### src/rtl/sio_pkg.sv
package sio_pkg;
  localparam int FRAME_W = 8;
  localparam int CNT_W   = $clog2(FRAME_W);
  localparam int RATE_W  = 4;

  typedef enum logic [1:0] {
    SRC_INT = 2'd0,
    SRC_EXT = 2'd1,
    SRC_TMR = 2'd2,
    SRC_ALT = 2'd3
  } clk_src_e;

  typedef struct packed {
    logic [RATE_W-1:0] rate;
    clk_src_e          src;
    logic              lsb_first;
    logic              rx_only;
  } mode_t;

  localparam int MODE_W = $bits(mode_t);

  // Length of one shift-clock half period in system clocks.
  function automatic logic [RATE_W:0] half_period(input logic [RATE_W-1:0] rate);
    return {1'b0, rate} + {{RATE_W{1'b0}}, 1'b1};
  endfunction

  // Bit that leaves the register next.
  function automatic logic out_bit(input logic [FRAME_W-1:0] sr, input logic lsb_first);
    return lsb_first ? sr[0] : sr[FRAME_W-1];
  endfunction

  // Register after one received bit enters.
  function automatic logic [FRAME_W-1:0] shift_in(input logic [FRAME_W-1:0] sr,
                                                  input logic si, input logic lsb_first);
    return lsb_first ? {si, sr[FRAME_W-1:1]} : {sr[FRAME_W-2:0], si};
  endfunction
endpackage

### src/rtl/sio_sync.sv
module sio_sync #(
  parameter int STAGES = 2
) (
  input  logic clk,
  input  logic rst_n,
  input  logic din,
  output logic rise,
  output logic fall
);
  logic [STAGES:0] pipe;

  always_ff @(posedge clk or negedge rst_n) begin
    if (!rst_n) pipe <= '1;
    else        pipe <= {pipe[STAGES-1:0], din};
  end

  assign rise = pipe[STAGES-1] & ~pipe[STAGES];
  assign fall = ~pipe[STAGES-1] & pipe[STAGES];
endmodule

### src/rtl/sio_clkgen.sv
module sio_clkgen
  import sio_pkg::*;
(
  input  logic              clk,
  input  logic              rst_n,
  input  logic              start,
  input  logic              busy,
  input  clk_src_e          src,
  input  logic [RATE_W-1:0] rate,
  input  logic              tmr_strobe,
  input  logic              ext_rise,
  input  logic              ext_fall,
  output logic              sck_q,
  output logic              fall_ev,
  output logic              rise_ev
);
  logic [RATE_W:0] div_q;
  logic            tick;
  logic            own_clk;

  assign own_clk = (src != SRC_EXT);

  always_comb begin
    tick = 1'b0;
    if (busy) begin
      case (src)
        SRC_TMR: tick = tmr_strobe;
        SRC_EXT: tick = 1'b0;
        default: tick = ((div_q + {{RATE_W{1'b0}}, 1'b1}) == half_period(rate));
      endcase
    end
  end

  assign fall_ev = own_clk ? (tick & sck_q)  : (busy & ext_fall);
  assign rise_ev = own_clk ? (tick & ~sck_q) : (busy & ext_rise);

  always_ff @(posedge clk or negedge rst_n) begin
    if (!rst_n) begin
      div_q <= '0;
      sck_q <= 1'b1;
    end else if (start) begin
      div_q <= '0;
      sck_q <= 1'b1;
    end else if (busy && own_clk) begin
      if (tick) begin
        div_q <= '0;
        sck_q <= ~sck_q;
      end else if (src != SRC_TMR) begin
        div_q <= div_q + {{RATE_W{1'b0}}, 1'b1};
      end
    end
  end
endmodule

### src/rtl/sio_shifter.sv
module sio_shifter
  import sio_pkg::*;
(
  input  logic               clk,
  input  logic               rst_n,
  input  logic               wr_buf,
  input  logic [FRAME_W-1:0] buf_in,
  input  logic               fall_ev,
  input  logic               rise_ev,
  input  logic               si,
  input  logic               lsb_first,
  output logic               start,
  output logic               busy,
  output logic               done,
  output logic               so_q,
  output logic [FRAME_W-1:0] sr,
  output logic [CNT_W-1:0]   cnt
);
  localparam logic [CNT_W-1:0] LAST = CNT_W'(FRAME_W - 1);

  assign start = wr_buf & ~busy;

  always_ff @(posedge clk or negedge rst_n) begin
    if (!rst_n) begin
      busy <= 1'b0;
      done <= 1'b0;
      so_q <= 1'b1;
      sr   <= '0;
      cnt  <= '0;
    end else if (start) begin
      busy <= 1'b1;
      done <= 1'b0;
      so_q <= 1'b1;
      sr   <= buf_in;
      cnt  <= '0;
    end else if (busy) begin
      if (fall_ev) so_q <= out_bit(sr, lsb_first);
      if (rise_ev) begin
        sr  <= shift_in(sr, si, lsb_first);
        cnt <= cnt + {{(CNT_W-1){1'b0}}, 1'b1};
        if (cnt == LAST) begin
          busy <= 1'b0;
          done <= 1'b1;
        end
      end
    end
  end
endmodule

### src/rtl/sio_port.sv
module sio_port
  import sio_pkg::*;
#(
  parameter int SYNC_STAGES = 2
) (
  input  logic               clk,
  input  logic               rst_n,
  input  logic               wr_mode,
  input  logic [MODE_W-1:0]  mode_in,
  input  logic               wr_buf,
  input  logic [FRAME_W-1:0] buf_in,
  input  logic               tmr_strobe,
  input  logic               sck_in,
  input  logic               si,
  output logic               sck_out,
  output logic               sck_oe,
  output logic               so,
  output logic               done,
  output logic [FRAME_W-1:0] buf_out
);
  mode_t            mode_q;
  logic             start, busy, so_q, sck_q;
  logic             fall_ev, rise_ev, ext_rise, ext_fall;
  logic [CNT_W-1:0] bit_cnt;

  always_ff @(posedge clk or negedge rst_n) begin
    if (!rst_n)       mode_q <= '0;
    else if (wr_mode) mode_q <= mode_t'(mode_in);
  end

  sio_sync #(.STAGES(SYNC_STAGES)) u_sync (
    .clk(clk), .rst_n(rst_n), .din(sck_in), .rise(ext_rise), .fall(ext_fall)
  );

  sio_clkgen u_clk (
    .clk(clk), .rst_n(rst_n), .start(start), .busy(busy),
    .src(mode_q.src), .rate(mode_q.rate), .tmr_strobe(tmr_strobe),
    .ext_rise(ext_rise), .ext_fall(ext_fall),
    .sck_q(sck_q), .fall_ev(fall_ev), .rise_ev(rise_ev)
  );

  sio_shifter u_shift (
    .clk(clk), .rst_n(rst_n), .wr_buf(wr_buf), .buf_in(buf_in),
    .fall_ev(fall_ev), .rise_ev(rise_ev), .si(si), .lsb_first(mode_q.lsb_first),
    .start(start), .busy(busy), .done(done), .so_q(so_q), .sr(buf_out), .cnt(bit_cnt)
  );

  assign sck_oe  = (mode_q.src != SRC_EXT);
  assign sck_out = sck_oe ? sck_q : 1'b1;
  assign so      = (busy && !mode_q.rx_only) ? so_q : 1'b1;
endmodule

### config.mk
export PLATFORM = sky130hd
export DESIGN_NAME = sio_port
export DESIGN_NICKNAME = d
export VERILOG_FILES = /design/src/rtl/sio_pkg.sv /design/src/rtl/sio_sync.sv /design/src/rtl/sio_clkgen.sv /design/src/rtl/sio_shifter.sv /design/src/rtl/sio_port.sv
export SDC_FILE = /design/constraint.sdc
export NUM_CORES = 1
export LEC_CHECK = 0
export BUFFER_PORTS_ARGS = -buffer_cell sky130_fd_sc_hd__clkbuf_2
export CORE_MARGIN = 2
export CORE_UTILIZATION = 35
export CTS_CLUSTER_SIZE = 25
export DETAILED_ROUTE_END_ITERATION = 12
export HOLD_SLACK_MARGIN = 0.15
export PLACE_DENSITY = 0.62
export SYNTH_ARGS = -nofsm -noshare
export SYNTH_HDL_FRONTEND = slang
export SYNTH_SLANG_ARGS = --single-unit
export TNS_END_PERCENT = 20
### constraint.sdc
create_clock -name clk -period 3.5 [get_ports clk]
set_input_delay 0.35 -clock clk [delete_from_list [all_inputs] [get_ports clk]]
set_output_delay 0.35 -clock clk [all_outputs]
set_load 0.005 [all_outputs]
==> summary.txt <==
Outcome - complete, no violations
Final setup fails - 0
Area leader, netlist - dfrtp_1
CP max FO - 15
Antenna-violating nets left - 0
Synth unique cells - 46
Slew at the pin closest to its max-slew limit - 0.790 ns
Worst Path Arrival - 2.52 ns
Critical Path RT - 3.67 ns
CTS tree - yes
Seq/Total Area, Yosys - 44.2%
R2R Setup Slk - 1.15 ns
Dominant cells by area after synthesis - dfrtp_1 (37%), dfstp_2 (7.4%), mux2i_1 (5.7%), mux2_2 (4.5%), ha_1 (4.2%)
Gate count after technology mapping - 160
Drt first pass iters - 4
DRT iter0 DRCs - 44
Post-CTS setup buffers - 0
RePlAce Congestion - 0.831
Die Span Y - 75.1 um
Setup TNS - 0 ns
Worst skew pair latency - 0.28 ns
Worst-case clock buffer depth - 2
FFs w/ async S/R, synth - 100%
Layout cells sized above 1 - 37.6%
Number of flops mapped to enable cells by yosys - 0
Leak - 0.920 nW
Reg2reg start - u_clk.div_q[0]$_DFFE_PN0P_
Syn nets - 189
Critical path startpoint category - flop
Period utilisation layout - 67.2%
CTS clk-pin slew, worst paths - 0.07 ns
I/O Pins - 35
CTS Sinks - 31
Max_slew headroom - 47.4%
Synth top area share - 36.8%
Initial core utilization - 36.9%
Post-layout nets - 225
Global-route usage over all layers - 14.6%
Num CTS Buffers - 5
Setup crit end kind - flop
CP Launch Point - u_clk.div_q[0]$_DFFE_PN0P_
Total Wirelength - 3660 um
Mapped Avg Cell Area - 11.0 sq um
Ys Warns - 0
Largest net degree at the start of global routing - 32
DP HPWL - 2720 um
Core Footprint - 0.00479 sq mm
Final slew viol count - 0
Worst hold margin - 0.143 ns
Max-Cap Viols - 0
Cell Count, Final, Fillers Out - 264
Rows - 25
Fin. Hold Viols - 0
Post-Synthesis Cell Area - 0.00177 sq mm
DRC Markers - 0
Multi-input logic area - 928 sq um
Post-route cell area - 0.00210 sq mm
Placed Instances - 255
Vias in the first global route - 1340
Die X - 75.1 um
Root Buffer - clkbuf_8
First-pass GRT wire length - 6080 um
Minimum clock period - 2.35 ns
Worst VDD drop - 0.303 mV
Detail-routed via count per cell - 5.05
# H-tree levels - 2
RSZ-0062 raised after global routing - false
Fillers - 465
GRT overflow - 0
# port buffers - 34
Die area - 0.00564 sq mm
Pwr dens - 690 mW/mm^2
Avg WL per Cell - 13.9 um
Synth Register Bits - 31
Synth Flop Type - dfrtp_1
Diodes inserted - 0
Hold Path Class - in -> async
F_max - 425 MHz
Max Clock Skew - 0.00701 ns
Kind of critical path - reg -> reg
Via count - 1332
Dpl cell area - 0.00199 sq mm
Area grow syn2layout - 19.0%
Initial antenna violation count - 0
Register area - 782 sq um
Post_cts resized - 0
cells in the mapped netlist, types with 2 or more instances:
cell type   n
o2bb2ai_1   3
nand2_1    16
dfrtp_1    26
o211ai_1    2
nand3_2     5
a21oi_1     2
inv_1       6
o221a_1     3
clkbuf_1    3
nor2_1      8
xor2_1      7
mux2i_1    10
mux2_2      7
ha_1        6
dfstp_2     5
buf_1       2
o2111ai_2   2
o221a_2     4
nand2b_1    4
o21ai_0     4
a31oi_1     3
nand3_1     8
kinds of logic (layout without fill, tap and decap cells):
family,count (synthesis),count (layout),synth area share [%]
AO/OA/AOI/OAI,34,34,17.6
AND/OR/NAND/NOR,50,50,15.7
multiplexers,17,17,10.1
adder cells (fa/ha/maj),6,6,4.25
XOR/XNOR,9,9,4.88
flip-flops,31,31,44.2
buffers and inverters,13,50,3.26
critical path, cell delays in order (launching register included):
cell       delay, ns
dfrtp_1         0.43
ha_1            0.28
xor2_1          0.19
o311a_2         0.42
o2111ai_2       0.31
nand2_4         0.20
mux2i_1         0.16
a221o_1         0.25
power breakdown:
| group | switching (mW) | internal, mW |
|---|---|---|
| sequential | 0.115 | 0.476 |
| combinational | 0.267 | 0.281 |
| clock | 0.133 | 0.179 |
routing by layer:
| metal | part of all wire (%) | global-route usage, % | vias up |
|---|---|---|---|
| met4 | 2.3 | 7.54 | 0 |
| li1 | - | - | 662 |
| met1 | 47 | 18.5 | 636 |
| met2 | 47 | 22.6 | 26 |
| met3 | 3.8 | 4.28 | 8 |
| met5 | 0 | 0 | - |
timing repair:
item / 4_1_cts / 5_1_grt
hold buffers: 1 / 0
hold endpoints to repair: 1 / 0
setup endpoints to repair: 0 / 0
path summary, 6_finish.rpt:
kind	endpoint	depth (start not counted)
max	u_shift.sr[7]$_DFFE_PN0P_	7
max in group asynchronous	u_shift.cnt[1]$_DFFE_PN0P_	1
max reg2reg	u_shift.sr[7]$_DFFE_PN0P_	7
min	mode_q[6]$_DFFE_PN0P_	1
min in group clk	mode_q[2]$_DFFE_PN0P_	3
min reg2reg	u_sync.pipe[1]$_DFF_PN1_	0
final cells by class:
cell class	count	share of cell area (%)
clock buffer	8	4.76
timing repair buffer	36	8.92
multi-input combinational	116	44.1
inverter	6	1.07
sequential	31	37.2
tap	67	3.98
per-stage QoR:
step	util [%]	total power, mW	worst slack (ns)
global placement	41.7	1.14	1.19
CTS	44.0	1.47	1.15
finish	44.0	1.45	1.15
detailed placement	41.7	1.15	1.15
floorplan	-	0.977	1.37
global route	44.0	1.56	0.985
placed cells by master, fill, tap and decap left out, drive strengths merged, types with 2 or more instances in the layout:
cell     instances
o211ai           2
mux2             7
mux2i           10
nand2           17
nor4b            2
o2111ai          2
clkbuf          42
o221a            7
nor2             9
a31oi            5
xor2             7
o21ai            5
ha               6
nand2b           4
xnor2            2
o2bb2ai          3
a21oi            3
dfstp            5
nand3           13
dfrtp           26
inv              6
sequential cells by signal (all words and copies together), names as in the netlist, 3 cells and up:
register and flops:
u_shift.sr 8, u_clk.div_q 5, u_sync.pipe 3, mode_q 8, u_shift.cnt 3
Power figures use the tool's default switching activity.
